File: src/rtl/canfe_pkg.sv
package canfe_pkg;

    localparam int MODE_W = 3;
    localparam int READ_W = 8;

    typedef struct packed {
        logic loopback;
        logic wake_filt;
        logic clk_sel;
    } mode_t;

    typedef struct packed {
        logic tx_done;
        logic rx_done;
    } irq_t;

    localparam mode_t MODE_RESET = '{loopback: 1'b0, wake_filt: 1'b0, clk_sel: 1'b0};

    function automatic logic [READ_W-1:0] mode_readback(mode_t m);
        return {{(READ_W-MODE_W){1'b0}}, m};
    endfunction

    function automatic mode_t mode_from_bits(logic [MODE_W-1:0] b);
        return mode_t'(b);
    endfunction

endpackage

File: src/rtl/canfe_modereg.sv
module canfe_modereg
    import canfe_pkg::*;
(
    input  logic              clk,
    input  logic              rst,
    input  logic              wr,
    input  logic [MODE_W-1:0] wdata,
    input  logic              unlocked,
    output mode_t             mode
);

    always_ff @(posedge clk) begin
        if (rst) begin
            mode <= MODE_RESET;
        end else if (wr && unlocked) begin
            mode <= mode_from_bits(wdata);
        end
    end

endmodule

File: src/rtl/canfe_route.sv
module canfe_route
    import canfe_pkg::*;
(
    input  logic loopback,
    input  logic tx_bit,
    input  logic rx_pin,
    input  logic ack_slot,
    input  irq_t irq_in,
    output logic tx_pin,
    output logic rx_bit,
    output irq_t irq_out
);

    always_comb begin
        if (loopback) begin
            tx_pin = 1'b1;
            rx_bit = ack_slot ? 1'b0 : tx_bit;
        end else begin
            tx_pin = tx_bit;
            rx_bit = rx_pin;
        end
        irq_out = irq_in;
    end

endmodule

File: src/rtl/canfe_wake.sv
module canfe_wake #(
    parameter int MIN_LEN     = 8,
    parameter int SYNC_STAGES = 2
) (
    input  logic clk,
    input  logic rst,
    input  logic rx_pin,
    input  logic sleep,
    input  logic wake_filt,
    input  logic wake_clr,
    output logic wake_req
);

    localparam int CNT_W = (MIN_LEN > 1) ? $clog2(MIN_LEN) : 1;
    localparam logic [CNT_W-1:0] CNT_TOP = CNT_W'(MIN_LEN - 1);

    // sh[SYNC_STAGES-1] is the synchronized pin, sh[SYNC_STAGES] its previous value
    logic [SYNC_STAGES:0] sh;
    logic                 synced, prev, edge_hit, pulse_hit, hit;
    logic [CNT_W-1:0]     run;

    always_ff @(posedge clk) begin
        if (rst) sh <= '1;
        else     sh <= {sh[SYNC_STAGES-1:0], rx_pin};
    end

    assign synced = sh[SYNC_STAGES-1];
    assign prev   = sh[SYNC_STAGES];

    always_ff @(posedge clk) begin
        if (rst || !sleep || synced) begin
            run <= '0;
        end else if (run != CNT_TOP) begin
            run <= run + 1'b1;
        end
    end

    always_comb begin
        edge_hit  = prev && !synced;
        pulse_hit = !synced && (run == CNT_TOP);
        hit       = sleep && (wake_filt ? pulse_hit : edge_hit);
    end

    always_ff @(posedge clk) begin
        if (rst || !sleep || wake_clr) wake_req <= 1'b0;
        else if (hit)                  wake_req <= 1'b1;
    end

endmodule

File: src/rtl/canfe_frontend.sv
module canfe_frontend
    import canfe_pkg::*;
#(
    parameter int MIN_LEN = 8
) (
    input  logic              clk,
    input  logic              rst,
    input  logic              mode_wr,
    input  logic [MODE_W-1:0] mode_wdata,
    input  logic              soft_rst,
    output logic [READ_W-1:0] mode_rdata,
    input  logic              tx_bit,
    output logic              rx_bit,
    output logic              tx_pin,
    input  logic              rx_pin,
    input  logic              ack_slot,
    input  logic              tx_done_in,
    input  logic              rx_done_in,
    output logic              tx_done_irq,
    output logic              rx_done_irq,
    input  logic              sleep,
    input  logic              wake_clr,
    output logic              wake_req,
    output logic              clk_sel
);

    mode_t mode;
    irq_t  irq_in, irq_out;

    canfe_modereg u_modereg (
        .clk      (clk),
        .rst      (rst),
        .wr       (mode_wr),
        .wdata    (mode_wdata),
        .unlocked (soft_rst),
        .mode     (mode)
    );

    assign irq_in = '{tx_done: tx_done_in, rx_done: rx_done_in};

    canfe_route u_route (
        .loopback (mode.loopback),
        .tx_bit   (tx_bit),
        .rx_pin   (rx_pin),
        .ack_slot (ack_slot),
        .irq_in   (irq_in),
        .tx_pin   (tx_pin),
        .rx_bit   (rx_bit),
        .irq_out  (irq_out)
    );

    canfe_wake #(.MIN_LEN(MIN_LEN), .SYNC_STAGES(2)) u_wake (
        .clk       (clk),
        .rst       (rst),
        .rx_pin    (rx_pin),
        .sleep     (sleep),
        .wake_filt (mode.wake_filt),
        .wake_clr  (wake_clr),
        .wake_req  (wake_req)
    );

    assign tx_done_irq = irq_out.tx_done;
    assign rx_done_irq = irq_out.rx_done;
    assign mode_rdata  = mode_readback(mode);
    assign clk_sel     = mode.clk_sel;

endmodule

File: config.mk
export PLATFORM = sky130hd
export DESIGN_NAME = canfe_frontend
export DESIGN_NICKNAME = d
export VERILOG_FILES = /design/src/rtl/canfe_pkg.sv /design/src/rtl/canfe_modereg.sv /design/src/rtl/canfe_route.sv /design/src/rtl/canfe_wake.sv /design/src/rtl/canfe_frontend.sv
export SDC_FILE = /design/constraint.sdc
export NUM_CORES = 1
export LEC_CHECK = 0
export ABC_AREA = 1
export BUFFER_PORTS_ARGS = -buffer_cell sky130_fd_sc_hd__buf_2
export CAP_MARGIN = 20
export CORE_AREA = 2 2 39 41
export CTS_CLUSTER_DIAMETER = 200
export DETAILED_ROUTE_END_ITERATION = 12
export DIE_AREA = 0 0 41 43
export HOLD_SLACK_MARGIN = 0.08
export PLACE_DENSITY = 0.68
export SLEW_MARGIN = 20
export SYNTH_ARGS = -nofsm -noshare
export SYNTH_HDL_FRONTEND = slang
export SYNTH_SLANG_ARGS = --single-unit
File: constraint.sdc
create_clock -name clk -period 1.6 [get_ports clk]
set_clock_uncertainty 0.15 [all_clocks]
set_input_delay 0.4 -clock clk [delete_from_list [all_inputs] [get_ports clk]]
set_output_delay 0.4 -clock clk [all_outputs]
set_load 0.005 [all_outputs]
# ---- Word-level counts from Yosys, hierarchy flattened
# Cells that the tools add are included.
dict set report word_totals {
  reg_bits 10
  in_bits 14
  out_inout_bits 14
  elab_cells 22
}
dict set report op_classes {
  addsub 1
  n_eq_ne 2
  muxes 4
  n_reduce_logical 9
}
# op n
set op_table {}
lappend op_table {{logical AND 1 bit} 4}
lappend op_table {{two-way mux 1 bit} 4}
lappend op_table {{adder 3 x 1 -> 3 bit, second input constant} 1}
lappend op_table {{== test 3 bit, second input constant} 1}
lappend op_table {{logical OR 1 bit} 3}
lappend op_table {{inequality test 3 bit, second input constant} 1}
lappend op_table {{zero test 1 bit} 2}

# ---- Logic depth before layout (Yosys ltp)
dict set report logic_depth {
  word_depth 4
  mapped_depth 6
  ltp_nobuf 6
}

# ---- Hierarchy
# From an unflattened synthesis, not the netlist that was laid out.
dict set report hier_totals {
  hier_cells 69
  hier_area_um2 511.7
}
# module instances cells_per_inst area_per_inst_um2 seq_area_each_um2
set modules_own_cells {}
lappend modules_own_cells {canfe_wake 1 34 295.3 140.1}
lappend modules_own_cells {canfe_modereg 1 20 126.4 60.1}
lappend modules_own_cells {canfe_frontend 1 7 48.8 0.0}
lappend modules_own_cells {canfe_route 1 8 41.3 0.0}

# ---- Least setup slack after synthesis
# OpenSTA, ideal clock, no wires.
dict set report synth_timing {
  kind {input to output}
  startpoint {input tx_bit}
  endpoint {output tx_pin}
  t_arrival_ns 0.667
  required_time_ns 1.050
  slack_ns 0.383
  stages 1
  path_buffers 0
  cell_sequence {or2_2}
}
dict set report synth_between {
  elab_chain_cells 1
}
# element line
set synth_rtl {}
lappend synth_rtl {{start, declared} canfe_frontend.sv:12} ;# input logic tx_bit,
lappend synth_rtl {{two-way mux 1 bit} canfe_route.sv:15} ;# if (loopback) begin
lappend synth_rtl {{end, declared} canfe_frontend.sv:14} ;# output logic tx_pin,
# No other way between the ends.

# ---- Final worst setup path
dict set report layout_timing {
  startpoint {register u_modereg.mode[2] (netlist name)}
  endpoint {output tx_pin}
}
dict set report layout_between {
  elab_chain_cells 1
}
# element line
set layout_rtl {}
lappend layout_rtl {{two-way mux 1 bit} canfe_route.sv:15}
# No other way between the ends.

==> results.tsv <==
metric	value	unit
outcome	finished clean	
use_met2	13.75	%
gr-max-usage-layer	met2	
worstHoldPathType	in2reg	
h-tree-depth	1	
start_util	34.81	%
ys_types	18	
grt_max_degree	8	
detail-route-antenna-nets	0	
hold_buffers	0	
nNetsFinal	93	
yosysTopAreaCell	dfxtp_1	
drt-pass1-iter-count	2	
clockBufferDepth	2	
crit_path_start_kind	flip-flop	
grt_util_met3	3.665	%
globalRouteTotalUtil	10.09	%
cp_max_fo	5	
num_rows	14	
grt_antenna_before_repair	0	
yosys_warnings	0	
die_w	41	µm
layout_min_cycle_time	1.544	ns
die_h	43	µm
timing.max_cap.violations	0	
setup_viol	0	
path_delay_family	flip-flops	
end_kind	output port	
p_leak	0.2961	nW
grt_pass1_vias	324	
synth-seq-cells	10	
syn_avg_cell_area	8.029	µm²
synthTopCellsByArea	dfxtp_1, buf_4, nand2_1	
ios	28	
numPortBuffers	18	
fin_total_pwr	0.4796	mW
routed_wl	726	µm
worst_path_max_delay_cell	dfxtp_2	
setup_ws	0.05584	ns
die-area	0.001763	mm²
avgViaCountPerCell	4.055	
synth_top_area_share	41.56	%
cts-root-buf	clkbuf_4	
critPathKind	reg2out	
final_common_cell	buf_2	
clkTransAtPathRegs	0.06	ns
cts_tree	yes	
drive_gt1_share	37.33	%
setup_tns	0	ns
critPathBufInv	1	
numCtsBuffers	3	
fp.coreArea	0.001384	mm²
cts_setup_buffers	0	
via_count	369	
rsz0062_at_grt	false	
netlist_area	481.7	µm²
final_cell_mix	buf_2, nand2_1, dfxtp_1, inv_1	
drtIter0Drc	2	
ir_drop	0.4574	mV
syn_to_final_growth	15.32	%
max_stage_delay	0.33	ns
ys_seq_area_share	41.56	%
hold_ws	0.1793	ns
critPathArrivalTime	0.99	ns
slew_violations	0	
place_ws	0.1687	ns
post_dp_cell_area	531.8	µm²
netlist_instances	60	
cts.sinks	10	
grt-ovfl-total	0	
drc	0	
antenna_cells	0	
cp_data_required_time	1.05	ns
clk_latency	0.26	ns
dpl.hpwl	593.3	µm
clock.fmax	647.6	MHz
fill_cells	142	
wire_per_inst	7.978	µm
min_period_over_period	96.51	%
gp_congestion	0.6580	
gr-usage-met1	12.09	%
p_per_area	863.4	mW/mm²
hold_viol	0	
fin_area	555.5	µm²
grt_pass1_wl	1186	µm
path_cells	or2_2 -> buf_2	
layer usage:
metal	routed length (µm)	vias to the layer above
li1	-	202
met1	340	151
met5	0	-
met4	0	0
met2	329	16
met3	56	0
worst paths after layout:
kind / startpoint / slack (ns) / cells after the start / endpoint
worst max-delay path: u_modereg.mode[2] / 0.06 / 2 / tx_pin
worst min-delay path: rx_pin / 0.18 / 3 / u_wake.sh[0]
worst max register to register: u_wake.run[0] / 0.34 / 6 / u_wake.wake_req
worst min register to register: u_wake.sh[0] / 0.26 / 1 / u_wake.sh[1]
worst register-to-register path, stage by stage (launching register included):
cell	delay, ns
dfxtp_1	0.32
ha_1	0.20
ha_1	0.24
inv_2	0.09
nand2_2	0.05
nand3_2	0.07
a21oi_2	0.05
Yosys cell counts, drive strengths merged:
| master | instances |
|---|---|
| nand3b | 1 |
| o22ai | 1 |
| buf | 10 |
| dfxtp | 10 |
| or2 | 2 |
| o21ai | 3 |
| xor2 | 1 |
| a21oi | 4 |
| nand3 | 2 |
| nand2 | 10 |
| conb | 1 |
| ha | 2 |
| inv | 8 |
| nor2 | 5 |
report_power, final:
| group | internal (mW) | leakage [nW] | switching [mW] |
|---|---|---|---|
| registers | 0.258 | 0.0822 | 0.00499 |
| clock network | 0.0865 | 0.0138 | 0.0777 |
| logic | 0.0268 | 0.200 | 0.0256 |
| total | 0.371 | 0.296 | 0.108 |
final cells by class:
type	count	area, µm²	area share [%]
repair buffers	18	90.09	16.22
multi-input cells	36	191.4	34.46
flip-flops and latches	10	201.4	36.26
well taps	16	20.02	3.604
inverters	8	30.03	5.405
clock buffers	3	22.52	4.054
what timing repair did:
item | 4_1_cts | 5_1_grt
hold endpoints to repair | 0 | 0
gates resized for setup | 0 | 1
endpoints found under the setup margin | 0 | 1
flip-flops by register name, indices dropped and copies added (netlist names):
signal           flops
u_modereg.mode       3
u_wake.run           3
u_wake.wake_req      1
u_wake.sh            3
cell families (layout without fill, tap and decap cells):
kind of cell	count (synthesis)	after routing	share of synthesized area, %
simple gates	20	20	19.48
compound gates	8	8	9.350
flops	10	10	41.56
xor+xnor	1	1	1.819
buf+inv	18	29	21.82
other cells	1	5	0.7785
fa+ha+maj	2	2	5.194
per-stage QoR:
stage,utilization [%],cells
floorplan,-,64
global placement,38.43,88
detailed placement,38.43,88
CTS,40.05,91
global route,40.14,91
finish,40.14,91
(Power assumes the default switching activity.)
